===== src/rtl/spi_mc_master.sv =====
module spi_mc_master #(
  parameter int NCH      = 2,
  parameter int HALF_LOG = 1,
  parameter int FD       = 4
) (
  input  logic                         clk,
  input  logic                         rst_n,
  input  logic                         reg_we,
  input  logic                         reg_re,
  input  logic [$clog2(4*NCH+1)-1:0]   reg_addr,
  input  logic [31:0]                  reg_wdata,
  output logic [31:0]                  reg_rdata,
  output logic                         sclk_o,
  output logic                         mosi_o,
  input  logic                         miso_i,
  output logic [NCH-1:0]               cs_o
);
  localparam int AW   = $clog2(4*NCH+1);
  localparam int CW   = $clog2(NCH);
  localparam int FAW  = $clog2(FD);
  localparam int HALF = 1 << HALF_LOG;
  localparam logic [AW-1:0] ST_ADDR = AW'(4*NCH);

  function automatic logic [5:0] wl_of(input logic [31:0] c);
    return (c[11:7] < 5'd3) ? 6'd4 : {1'b0, c[11:7]} + 6'd1;
  endfunction

  logic [31:0]    conf   [NCH];
  logic [31:0]    txbuf  [NCH];
  logic [31:0]    rxbuf  [NCH];
  logic [NCH-1:0] en, txfull, armed, txe, rxf, own, ready, rxonly, txonly;
  logic           err;

  logic           own_any, fw, fr;
  logic [CW-1:0]  own_idx;
  logic [AW-3:0]  a_ch;
  logic [1:0]     a_reg;
  logic           a_chan;

  assign a_ch   = reg_addr[AW-1:2];
  assign a_reg  = reg_addr[1:0];
  assign a_chan = reg_addr < ST_ADDR;

  logic [31:0] tfifo [FD];
  logic [31:0] rfifo [FD];
  logic [FAW-1:0] tf_rp, tf_wp, rf_rp, rf_wp;
  logic [FAW:0]   tf_cnt, rf_cnt;

  logic           busy, cpha_q, cpol_q, sclk_t, start, tick, done;
  logic [CW-1:0]  ch, cur_ch, sel;
  logic [1:0]     mode_q;
  logic [5:0]     nbits;
  logic [6:0]     ecnt, kn;
  logic [HALF_LOG:0] dcnt;
  logic [31:0]    shreg, rxsh, txword;
  logic           smp, shf;

  always_comb begin
    own_any = 1'b0;
    own_idx = '0;
    for (int c = 0; c < NCH; c++) begin
      own[c]    = conf[c][27] | conf[c][28];
      rxonly[c] = conf[c][13:12] == 2'b01;
      txonly[c] = conf[c][13:12] == 2'b10;
      if (own[c]) begin
        own_any = 1'b1;
        own_idx = CW'(c);
      end
    end
  end
  assign fw = own_any && conf[own_idx][27];
  assign fr = own_any && conf[own_idx][28];

  logic        cw_rej;
  logic [31:0] cw_val;
  assign cw_rej = (reg_wdata[27] | reg_wdata[28]) && own_any && own_idx != CW'(a_ch);
  assign cw_val = cw_rej ? (reg_wdata & ~32'h1800_0000) : reg_wdata;

  always_comb begin
    for (int c = 0; c < NCH; c++) begin
      if (!en[c])
        ready[c] = 1'b0;
      else if (rxonly[c])
        ready[c] = armed[c] && ((fr && own_idx == CW'(c)) ? rf_cnt != (FAW+1)'(FD) : !rxf[c]);
      else
        ready[c] = (fw && own_idx == CW'(c)) ? tf_cnt != '0 : txfull[c];
    end
    sel = '0;
    for (int c = NCH-1; c >= 0; c--)
      if (ready[c]) sel = CW'(c);
  end
  assign start  = !busy && |ready;
  assign txword = (fw && own_idx == sel) ? tfifo[tf_rp] : txbuf[sel];

  logic tf_push, tf_pop, rf_push, rf_pop;
  assign tf_push = reg_we && a_chan && a_reg == 2'd2 && fw && CW'(a_ch) == own_idx
                   && !rxonly[own_idx] && tf_cnt != (FAW+1)'(FD);
  assign tf_pop  = start && fw && sel == own_idx && !rxonly[sel];
  assign rf_push = done && fr && ch == own_idx && mode_q != 2'b10 && rf_cnt != (FAW+1)'(FD);
  assign rf_pop  = reg_re && a_chan && a_reg == 2'd3 && fr && CW'(a_ch) == own_idx && rf_cnt != '0;

  always_ff @(posedge clk or negedge rst_n) begin
    if (!rst_n) begin
      tf_rp <= '0; tf_wp <= '0; tf_cnt <= '0;
      rf_rp <= '0; rf_wp <= '0; rf_cnt <= '0;
    end else begin
      if (tf_push) begin tfifo[tf_wp] <= reg_wdata; tf_wp <= tf_wp + 1'b1; end
      if (tf_pop)  tf_rp <= tf_rp + 1'b1;
      tf_cnt <= tf_cnt + (FAW+1)'(tf_push) - (FAW+1)'(tf_pop);
      if (rf_push) begin rfifo[rf_wp] <= rxsh; rf_wp <= rf_wp + 1'b1; end
      if (rf_pop)  rf_rp <= rf_rp + 1'b1;
      rf_cnt <= rf_cnt + (FAW+1)'(rf_push) - (FAW+1)'(rf_pop);
    end
  end

  always_ff @(posedge clk or negedge rst_n) begin
    if (!rst_n) begin
      en <= '0; txfull <= '0; armed <= '0; txe <= '0; rxf <= '0; err <= 1'b0;
      for (int c = 0; c < NCH; c++) begin
        conf[c] <= '0; txbuf[c] <= '0; rxbuf[c] <= '0;
      end
    end else begin
      if (reg_we && reg_addr == ST_ADDR && reg_wdata[2*NCH]) err <= 1'b0;
      if (reg_we && a_chan && a_reg == 2'd0 && cw_rej) err <= 1'b1;
      for (int c = 0; c < NCH; c++) begin
        if (reg_we && reg_addr == ST_ADDR) begin
          if (reg_wdata[2*c])   txe[c] <= 1'b0;
          if (reg_wdata[2*c+1]) rxf[c] <= 1'b0;
        end
        if (start && sel == CW'(c)) begin
          txe[c] <= 1'b1;
          txfull[c] <= 1'b0;
        end
        if (done && ch == CW'(c) && mode_q != 2'b10) begin
          rxf[c] <= 1'b1;
          if (!(fr && own_idx == CW'(c))) rxbuf[c] <= rxsh;
        end
        if (reg_we && a_chan && CW'(a_ch) == CW'(c)) begin
          case (a_reg)
            2'd0: conf[c] <= cw_val;
            2'd1: begin
              en[c] <= reg_wdata[0];
              if (!reg_wdata[0]) armed[c] <= 1'b0;
            end
            2'd2: begin
              if (rxonly[c]) armed[c] <= 1'b1;
              else if (!(fw && own_idx == CW'(c))) begin
                txbuf[c]  <= reg_wdata;
                txfull[c] <= 1'b1;
              end
            end
            default: ;
          endcase
        end
      end
    end
  end

  assign tick = dcnt == (HALF_LOG+1)'(HALF-1);
  assign done = busy && tick && ecnt == {nbits, 1'b0};
  assign kn   = ecnt + 7'd1;
  assign smp  = kn[0] ^ cpha_q;
  assign shf  = !smp && !(cpha_q && kn == 7'd1);

  always_ff @(posedge clk or negedge rst_n) begin
    if (!rst_n) begin
      busy <= 1'b0; ch <= '0; cur_ch <= '0; nbits <= 6'd4; ecnt <= '0; dcnt <= '0;
      sclk_t <= 1'b0; cpha_q <= 1'b0; cpol_q <= 1'b0; mode_q <= 2'b00;
      shreg <= '0; rxsh <= '0;
    end else if (start) begin
      busy   <= 1'b1;
      ch     <= sel;
      cur_ch <= sel;
      nbits  <= wl_of(conf[sel]);
      cpha_q <= conf[sel][0];
      cpol_q <= conf[sel][1];
      mode_q <= conf[sel][13:12];
      ecnt   <= '0;
      dcnt   <= '0;
      sclk_t <= 1'b0;
      rxsh   <= '0;
      shreg  <= rxonly[sel] ? 32'd0 : txword << (6'd32 - wl_of(conf[sel]));
    end else if (busy) begin
      dcnt <= tick ? '0 : dcnt + 1'b1;
      if (tick) begin
        if (ecnt == {nbits, 1'b0}) busy <= 1'b0;
        else begin
          ecnt   <= kn;
          sclk_t <= ~sclk_t;
          if (smp) rxsh  <= {rxsh[30:0], miso_i};
          if (shf) shreg <= {shreg[30:0], 1'b0};
        end
      end
    end
  end

  assign sclk_o = busy ? (cpol_q ^ sclk_t) : conf[cur_ch][1];
  assign mosi_o = busy & shreg[31];

  logic [NCH-1:0] idle_lvl;
  always_comb
    for (int c = 0; c < NCH; c++) begin
      idle_lvl[c] = conf[c][6];
      cs_o[c]     = (busy && ch == CW'(c)) ? ~conf[c][6] : conf[c][6];
    end

  always_comb begin
    reg_rdata = '0;
    if (reg_addr == ST_ADDR) begin
      for (int c = 0; c < NCH; c++) begin
        reg_rdata[2*c]   = txe[c];
        reg_rdata[2*c+1] = rxf[c];
      end
      reg_rdata[2*NCH] = err;
    end else if (a_chan) begin
      case (a_reg)
        2'd0: reg_rdata = conf[CW'(a_ch)];
        2'd1: reg_rdata = {31'd0, en[CW'(a_ch)]};
        2'd2: reg_rdata = txbuf[CW'(a_ch)];
        default: reg_rdata = (fr && own_idx == CW'(a_ch)) ? rfifo[rf_rp] : rxbuf[CW'(a_ch)];
      endcase
    end
  end

  AST_ONE_OWNER: assert property (@(posedge clk) disable iff (!rst_n)
    $countones(own) <= 1);
  AST_CS_SINGLE: assert property (@(posedge clk) disable iff (!rst_n)
    $onehot0(cs_o ^ idle_lvl));
  AST_EDGE_LIMIT: assert property (@(posedge clk) disable iff (!rst_n)
    busy |-> ecnt <= {nbits, 1'b0});
  AST_RXF_AFTER_WORD: assert property (@(posedge clk) disable iff (!rst_n)
    (done && mode_q != 2'b10) |=> rxf[ch]);
  AST_TXQ_BOUND: assert property (@(posedge clk) disable iff (!rst_n)
    tf_cnt <= (FAW+1)'(FD) && rf_cnt <= (FAW+1)'(FD));
endmodule


===== config.mk =====
export PLATFORM = sky130hd
export DESIGN_NAME = spi_mc_master
export DESIGN_NICKNAME = d
export VERILOG_FILES = /design/src/rtl/spi_mc_master.sv
export SDC_FILE = /design/constraint.sdc
export NUM_CORES = 1
export LEC_CHECK = 0
export BUFFER_PORTS_ARGS = -buffer_cell sky130_fd_sc_hd__buf_4
export CAP_MARGIN = 10
export CORE_ASPECT_RATIO = 1.4
export CORE_MARGIN = 2
export CORE_UTILIZATION = 60
export CTS_CLUSTER_DIAMETER = 30
export DETAILED_ROUTE_END_ITERATION = 12
export HOLD_SLACK_MARGIN = 0.15
export PLACE_DENSITY = 0.77
export SLEW_MARGIN = 20
export SYNTH_ARGS = -nofsm -noshare
export SYNTH_HDL_FRONTEND = slang
export SYNTH_SLANG_ARGS = --single-unit

===== constraint.sdc =====
create_clock -name clk -period 5.3 [get_ports clk]
set_input_delay 0.795 -clock clk [delete_from_list [all_inputs] [get_ports clk]]
set_output_delay 0.795 -clock clk [all_outputs]
set_load 0.01 [all_outputs]

# Yosys cells after proc, flatten, opt, wreduce, memory -nomap -nowiden
# Memory sizes are Yosys's and may differ from the RTL's.
# Cells that the tools add are included.
# totals
regBits,303
latchBits,0
mem_bits_rw,256
mem_bits_ro,0
inputBits,41
out_inout_bits,36
word_cells,305
mem_count,2
# op_classes
n_addsub,12
n_mul,0
div,0
n_lt_le_gt_ge,9
eq_ne,22
n_shift,1
muxes,110
bitwise_logic,23
reduce_logical,93
# memory_table
name,words,word_bits,read_ports,rd_ports_with_merged_regs,write_ports,line_no,source
rfifo,4,32,1,0,1,45,logic [31:0] rfifo [FD];
tfifo,4,32,1,0,1,44,logic [31:0] tfifo [FD];
# op_table
cell,n
$mux 32,26
$mux 29,4
$pmux 32 s3,1
$mux 1,61
$logic_and 1x1->1,51
$mux 14,3
$shl 32x6->32,1
$mux 7,4
$reduce_bool 2->1,14
$mux 27,1
$reduce_and 4->1,6
$reduce_and 2->1,10
$not 1->1,13
$mux 2,6
$add 2x1->2 const B,5
$ne 2x2->1 const B,5
$eq 2x1->1 const B,4
$ge 2x2->1 const B,4
$not 1->2,4
$add 7x1->7 const B,1
$eq 7x1->1 const B,1
$eq 7x7->1,1
$logic_not 1->1,7
$add 3x1->3,2
other kinds (21),35

# Depth between registers and ports, before layout
# Gate-level depths: netlist of the first run.
# logic_depth
depth_word,24
depth_mapped,23
mapped_depth_nobuf,17

# Least setup slack after synthesis of the first run
# Ideal clock, no wire load.
# synth_timing
path_type,reg2reg
from,register conf[28] (netlist name)
to,register shreg[27]
setup_ps,124
arrival_time_ps,4701
t_required_ps,5176
setup_slack_ps,475
path_stages_with_launch,23
n_path_buf,6
synth_period_minus_slack_ps,4825
cell_sequence,dfrtp_1 -> buf_6 -> nor3b_4 -> mux2i_1 -> o221ai_2 -> buf_6 -> nand2_4 -> buf_2 -> buf_2 -> buf_1 -> nand2_1 -> nand2_1 -> ha_1 -> or2_2 -> o21ai_0 -> and2_1 -> o21ai_0 -> and2_1 -> clkbuf_1 -> mux2_2 -> mux2i_1 -> o22ai_1 -> a211o_1
# synth_via
elab_chain_cells,24
elab_cells_between_ends,52
cone_classes,2 x add/sub; 1 x order compare; 2 x eq/ne; 1 x shift; 27 x mux; 4 x bitwise; 15 x reduce/logical
# synth_rtl
item,line_no,source
"start, declared",28,logic [31:0] conf [NCH];
"start signal, assigned by index",140,2'd0: conf[c] <= cw_val;
$or 1x1->1,62,own[c] = conf[c][27] | conf[c][28];
$mux 1,65,if (own[c]) begin
$not 1->2 (not written as such),"71, 72",
$mux 29 (not written as such) (3 in series),72,assign fr = own_any && conf[own_idx][28];
$logic_and 1x1->1,72,
$logic_and 1x1->1,84,ready[c] = armed[c] && ((fr && own_idx == CW'(c)) ? rf_cnt != (FAW+1)'(FD) : !rxf[c]);
$mux 1,84,
$logic_and 1x1->1,84,
[4 not listed],n/a,
$not 1->2 (not written as such),"93, 182",
$mux 14 (not written as such) (3 in series),182,shreg <= rxonly[sel] ? 32'd0 : txword << (6'd32 - wl_of(conf[sel]));
$add 5x1->6 / $lt 5x2->1 (equally long branches),25,"return (c[11:7] < 5'd3) ? 6'd4 : {1'b0, c[11:7]} + 6'd1;"
$mux 6,25,
$sub 6x6->6,182,
$shl 32x6->32,182,
$mux 32,182,
$mux 32,170,end else if (start) begin
"end signal, assigned",182,
"end signal, assigned",191,"if (shf) shreg <= {shreg[30:0], 1'b0};"
"end, declared",55,"logic [31:0] shreg, rxsh, txword;"
# Several ways; a longest one is shown, not always the timed one. The select of a mux whose other input is x is not followed.
# A chain may end at the register's enable or synchronous reset.

# Worst setup path in the final report of the first run
# layout_timing
from,register conf[27] (netlist name)
to,register shreg[29]
# The elaborated chain is that of the path after synthesis.

==> summary.txt, run 1 <==
Clock tree
  • TritonCTS clock tree: yes
  • Hold_buf cts: 0
  • Worst-case clock buffer depth: 3
  • CTS Buf Count: 91
  • Clock sinks: 559
  • Clock Latency Late Sink: 0.65 ns
  • Worst-path clk slew: 0.05 ns
  • Post-CTS Setup Bufs: 0
  • H-tree Lvls: 3
  • CTS root buffer: clkbuf_16

Power
  • Pwr per Cell Area: between 500 and 600 mW/mm²
  • Worst VDD drop: 400 µV
  • Leakage: 13.0 nW

Synth
  • Mapped Avg Cell Area: 12.1 µm²
  • Post-Syn Nets: 2317
  • Synth Area in XOR/XNOR: 1.24%
  • Post-synthesis compound-gate area fraction: 10.0%
  • Most used DFF post-synth: dfrtp_1
  • Post-synthesis adder-cell area fraction: less than 1%
  • Yosys reg bits: 559
  • Post-synth ARST share: 54.2%
  • Netlist cell types: 93
  • Seq/Total Area, Yosys: 56.1%
  • Multiplexer area fraction after synthesis: about 18%
  • Syn Inst Count: about 2300
  • EDFF count, synth: 256
  • Largest family of logic cells by synthesized area: multiplexers
  • Post-Syn Area: 0.0272 mm²
  • Yosys warning count: 0
  • Simple-gate share of the synthesized area: between 10 and 15%

Hold path
  • Hold Crit Class: in -> async

GRT
  • Largest net degree at the start of global routing: 160
  • Vias in the first global route: around 20000
  • Gr usage total: 34.0%
  • GR Overflow Total: 0
  • Global-route wire length before repair: 121 mm
  • Initial antenna violation count: 4

Route
  • 1st-pass router iterations: 7
  • Via-per-instance ratio: 6.61
  • Per-cell routed wire length: between 20 and 30 µm
  • Total Wirelength: 78.2 mm
  • Initial drt markers: 1803
  • Routed via count: just under 20000
  • Antenna-violating nets left: 0
  • DRC Markers: 0

Floorplanning
  • Starting Density: 60.7%
  • Die Span Y: 256 µm
  • Top Ports: 77
  • Die area: 0.0471 mm²
  • Rows: ~90
  • Core ar.: 0.0449 mm²
  • Chip width: between 150 and 200 µm

STA
  • Rel. slew slack: between 30% and 40%
  • Max Fclk: around 0.21 GHz
  • Clk_skew: 0.0238 ns
  • Minimum period implied by the final worst setup slack: 4.82 ns
  • Final Max Slew Viols: 0
  • Final period utilization: 91.0%
  • Final hold violations: 0
  • Worst slew pin tran: around 1.0 ns
  • RSZ-0062 raised after global routing: false
  • # setup viols final: 0
  • Total Neg Setup Slack: 0 ns

Place
  • Detailed placement HPWL: 50.5 mm
  • PortBufs: 76
  • Placed inst area: 0.0285 mm²
  • Routability Congestion: ~0.95

Layout
  • Share of layout cells above drive strength 1: 25.5%
  • Final #Nets: 2393
  • Area grow syn2layout: 16.6%
  • Filler Cells Inserted: 3005
  • Finished Cell Area: about 0.032 mm²

Critical path
  • Worst Path Arrival: 5.36 ns
  • Element type at the critical path end: flip-flop
  • Kind of start point of the critical path: flip-flop
  • Crit Path Category: reg -> reg
  • Crit Path Max Fanout: 17
  • Worst Path Required: 5.84 ns

Job
  • Number of max-cap violations: 0

Outcome
  • Status: completed
-- worst max-delay path: stages, from the launching register on --
cell	delay, ns
dfrtp_1	0.54
buf_4	0.25
o21ai_0	0.10
a211oi_1	0.34
or2_0	0.16
buf_4	0.17
nand2_4	0.15
nand2_1	0.11
nand2_1	0.06
ha_1	0.25
or2_2	0.29
o21ai_1	0.25
nand2_1	0.09
a21oi_1	0.19
o21ai_1	0.15
xor2_1	0.21
o311ai_1	0.85
mux2i_1	0.30
o211ai_1	0.24
-- state kept, by name, indices dropped and copies added (netlist names), 2 cells and up --
name,cells
txfull,2
mode_q,2
rxf,2
rf_wp,2
tf_rp,2
txbuf,64
nbits,6
dcnt,2
tf_cnt,3
ecnt,7
tf_wp,2
rf_cnt,3
rf_rp,2
rxsh,32
armed,2
shreg,32
rxbuf,64
txe,2
tfifo,128
en,2
rfifo,128
conf,64
-- synthesized netlist by cell type (14+ instances only) --
library cell | number | area share (%)
nor3_1 | 18 | 0.33
nor2_1 | 159 | 2.2
a22oi_1 | 28 | 0.77
edfxtp_1 | 256 | 28
o21ai_0 | 107 | 2.0
nand4_1 | 15 | 0.34
xnor2_1 | 21 | 0.68
ha_1 | 16 | 0.73
o211ai_1 | 39 | 1.1
clkbuf_1 | 118 | 1.6
mux4_2 | 67 | 5.5
o221ai_1 | 18 | 0.58
mux2i_1 | 118 | 4.3
buf_1 | 25 | 0.34
nand3_1 | 25 | 0.46
o31ai_1 | 15 | 0.41
xor2_1 | 14 | 0.45
a21oi_1 | 71 | 1.3
dfrtp_1 | 302 | 28
inv_1 | 31 | 0.43
nand2_1 | 332 | 4.6
and3_1 | 24 | 0.55
mux2_2 | 200 | 8.3
-- layer usage --
layer,part of all wire (%),vias to the layer above,track usage [%],routed length [µm]
met3,6.7,211,5.41,5200
met2,51,940,57.6,40100
met5,0,-,0,0
met4,5.6,0,19.0,4370
li1,-,8539,-,-
met1,36,9999,41.7,28500
-- timing repair --
item | 4_1_cts | 5_1_grt
resized for setup | 0 | 4
hold endpoints to repair | 0 | 0
setup endpoints to repair | 0 | 5
-- cell usage in the layout (no fill, tap or decap), types with 13 or more instances in the layout --
cell       synthesis  routed
inv_6              0      16
nand2_1          332     331
mux2_2           200     200
nand4b_1          13      13
o31ai_1           15      15
o21ai_0          107     106
o221ai_1          18      18
dfrtp_1          302     299
xor2_1            14      14
nand3_1           25      25
buf_4              3     140
xnor2_1           21      21
edfxtp_1         256     256
ha_1              16      16
nor2_1           159     156
mux4_2            67      67
mux2i_1          118     118
inv_1             31      31
bufinv_16          0      14
nand4_1           15      15
a21oi_1           71      69
a22oi_1           28      28
clkbuf_16          0      91
nor3_1            18      17
o211ai_1          39      39
and3_1            24      24
-- report_power, final --
group | total [mW] | switching (mW) | internal (mW)
sequential | 5.89 | 0.694 | 5.20
combinational | 6.22 | 3.77 | 2.45
clock | 6.23 | 2.28 | 3.95
-- worst paths after layout --
| path | startpoint | to | slack (ns) | depth (start not counted) |
|---|---|---|---|---|
| setup / recovery | conf[27] | shreg[29] | 0.48 | 18 |
| setup reg to reg | conf[27] | shreg[29] | 0.48 | 18 |
| min in group clk | reg_wdata[29] | tfifo[1][29] | 0.39 | 1 |
| hold reg to reg | conf[56] | conf[56] | 0.47 | 2 |
| max in group asynchronous | rst_n | conf[20] | 3.65 | 2 |
| hold / removal | rst_n | txbuf[26] | 0.12 | 1 |
-- final cells by class --
type / instances / area (µm²) / share of cell area, %
sequential: 559 / 15300 / 48.1
timing repair buffer: 145 / 1140 / 3.58
multi-input combinational: 1504 / 11300 / 35.4
antenna: 4 / 10.0 / 0.0315
clock buffer: 98 / 2330 / 7.34
inverter: 33 / 124 / 0.390
tap: 564 / 706 / 2.22
clock inverter: 73 / 931 / 2.93
-- metrics by stage --
step | std cells | power, mW | utilization [%] | setup slack, ns | hold slack (ns)
after floorplan | 2258 | 9.93 | - | 0.475 | 0.442
after global placement | 2805 | 11.9 | 63.5 | 0.513 | 0.453
after detailed placement | 2805 | 12.0 | 63.5 | 0.449 | 0.459
after CTS | 2976 | 18.3 | 70.7 | 0.418 | 0.190
after global routing | 2980 | 19.1 | 70.8 | 0.100 | 0.192
final | 2980 | 18.3 | 70.8 | 0.479 | 0.119
-- logic make-up after synthesis --
group                    count (synthesis)
buffers and inverters                  195
flip-flops                             559
AND/OR/NAND/NOR                        655
XOR/XNOR                                37
multiplexers                           386
adder cells (fa/ha/maj)                 18
AO/OA/AOI/OAI                          408
No activity file was read; power rests on OpenSTA's default activity.
==> run 2: changes to the inputs <==
- RECOVER_POWER: not set -> 50
==> run 2 against run 1 <==
The run now ends with max-capacitance violations, max-slew violations left. Register-to-register slack got worse by 0.02 ns. Hold slack got worse by 0.0032 ns. Non-clock buffer count did not move. Global-route usage did not move. Total power barely moved. First-iteration DRC count fell by 7.3%. Largest power group unchanged. Wire length rose by 0.15%. Clock skew rose by 0.0011 ns. Critical path depth did not move. Die area did not move.
==> summary.txt, run 2 (synthesis results as in run 1) <==
Critical path
  • FF-to-FF Start: conf[27]
  • Crit Path Max Fanout: 17
  • Worst Path Arrival: between 5 and 6 ns
  • Element type at the critical path end: flip-flop
  • Kind of start point of the critical path: flip-flop
  • Start point of the critical path: conf[27]
  • Worst Path Required: roughly 5.8 ns
  • Crit Path Category: reg -> reg

STA
  • Final hold violations: 0
  • Worst slew pin tran: roughly 3.4 ns
  • Max Fclk: 0.206 GHz
  • Final Max Slew Viols: 260
  • Clk_skew: 0.0250 ns
  • Rel. slew slack: -124%
  • Final period utilization: around 91%
  • Total Neg Setup Slack: 0 ns
  • # setup viols final: 0
  • Minimum period implied by the final worst setup slack: 4.84 ns
  • Hold_ws: 0.116 ns
  • RSZ-0062 raised after global routing: false

Route
  • Routed via count: 19700
  • Per-cell routed wire length: roughly 26 µm
  • Via-per-instance ratio: about 6.6
  • Total Wirelength: 78.3 mm
  • Antenna-violating nets left: 0
  • 1st-pass router iterations: 7
  • DRC Markers: 0
  • Initial drt markers: 1671

Layout
  • Fin util: 70.4%
  • Final #Nets: about 2400
  • Layout Cells excl Fill: 2979
  • Top flop regs: rfifo: 128 flops, tfifo: 128 flops
  • Most frequent cells in the layout: nand2_1 (331), dfrtp_1 (299), edfxtp_1 (256)
  • Finished Cell Area: 0.0316 mm²
  • Share of layout cells above drive strength 1: approximately a quarter
  • Commonest non-fill, non-tap cell in the layout: nand2_1
  • Area grow syn2layout: 16.1%

Clock tree
  • Clock sinks: 559
  • TritonCTS clock tree: yes
  • Post-CTS Setup Bufs: 0
  • Clock Latency Late Sink: 0.64 ns
  • CTS root buffer: clkbuf_16
  • CTS Buf Count: between 90 and 100
  • Post-cts sizing count: 0
  • Worst-case clock buffer depth: 3
  • Worst-path clk slew: ~0.050 ns
  • Hold_buf cts: 0
  • H-tree Lvls: 3

Floorplanning
  • Top Ports: just under 80
  • Chip width: 184 µm
  • Die area: 0.0471 mm²
  • Die Span Y: 256 µm
  • Rows: 92
  • Starting Density: 60.7%
  • Core ar.: roughly 0.045 mm²

Outcome
  • Failing checks: max-capacitance violations, max-slew violations
  • Status: finished with violations

Job
  • Number of max-cap violations: 3

Power
  • Pwr per Cell Area: 580 mW/mm²
  • Worst VDD drop: 402 µV
  • Leakage: 12.8 nW

GRT
  • Global-route wire length before repair: ~120 mm
  • Gr usage total: approximately 34%
  • Largest net degree at the start of global routing: 160
  • GR Overflow Total: 0
  • Initial antenna violation count: 3
  • Vias in the first global route: 20200

Hold path
  • Hold Crit Class: in -> async

Place
  • Placed cells: 2805
  • Placed inst area: 0.0285 mm²
  • Detailed placement HPWL: 50.5 mm
  • Routability Congestion: 0.953
  • PortBufs: 76
## run 2: final timing paths
| kind | to | slack [ns] | cells past startpoint |
|---|---|---|---|
| setup / recovery | shreg[29] | 0.46 | 18 |
| hold / removal | txbuf[26] | 0.12 | 1 |
| setup reg to reg | shreg[29] | 0.46 | 18 |
| hold reg to reg | conf[56] | 0.47 | 2 |
| max in group asynchronous | rxbuf[2] | 1.43 | 2 |
| min in group clk | rxsh[0] | 0.40 | 3 |
## run 2: report_power, final
| part | switching, mW | leakage [nW] | internal [mW] |
|---|---|---|---|
| combinational | 3.77 | 5.15 | 2.43 |
| clock | 2.28 | 1.57 | 3.95 |
| sequential | 0.697 | 6.11 | 5.20 |
## run 2: worst max-delay path, stage by stage, from the launching register on
cell and delay [ns]:
dfrtp_1 0.54, buf_4 0.25, o21ai_0 0.10, a211oi_1 0.34, or2_0 0.16, buf_4 0.17, nand2_4 0.16, nand2_1 0.12
nand2_1 0.06, ha_1 0.25, or2_2 0.29, o21ai_1 0.25, nand2_1 0.09, a21oi_1 0.19, o21ai_1 0.15, xor2_1 0.21
o311ai_1 0.87, mux2i_1 0.29, o211ai_1 0.24
## run 2: layout make-up
type,count,area [µm²]
diodes,3,7.51
clock buffers,98,2330
clock inverters,73,931
fillers,3057,13300
inverters,33,124
multi-input cells,1504,11200
flip-flops and latches,559,15300
well taps,564,706
repair buffers,145,993
## run 2: per-layer routing
layer | wire (µm) | track usage, % | part of all wire, % | vias to the layer above
met4 | 4230 | 19.0 | 5.4 | 0
met2 | 40400 | 57.6 | 52 | 943
met1 | 28400 | 41.7 | 36 | 10000
met3 | 5310 | 5.41 | 6.8 | 205
li1 | - | - | - | 8535
met5 | 0 | 0 | 0 | -
## run 2: stage by stage
stage / setup slack (ns) / power [mW]
finish: 0.457 / 18.3
global route: 0.0876 / 19.1
CTS: 0.418 / 18.3
detailed placement: 0.449 / 12.0
global placement: 0.513 / 11.9
floorplan: 0.475 / 9.93
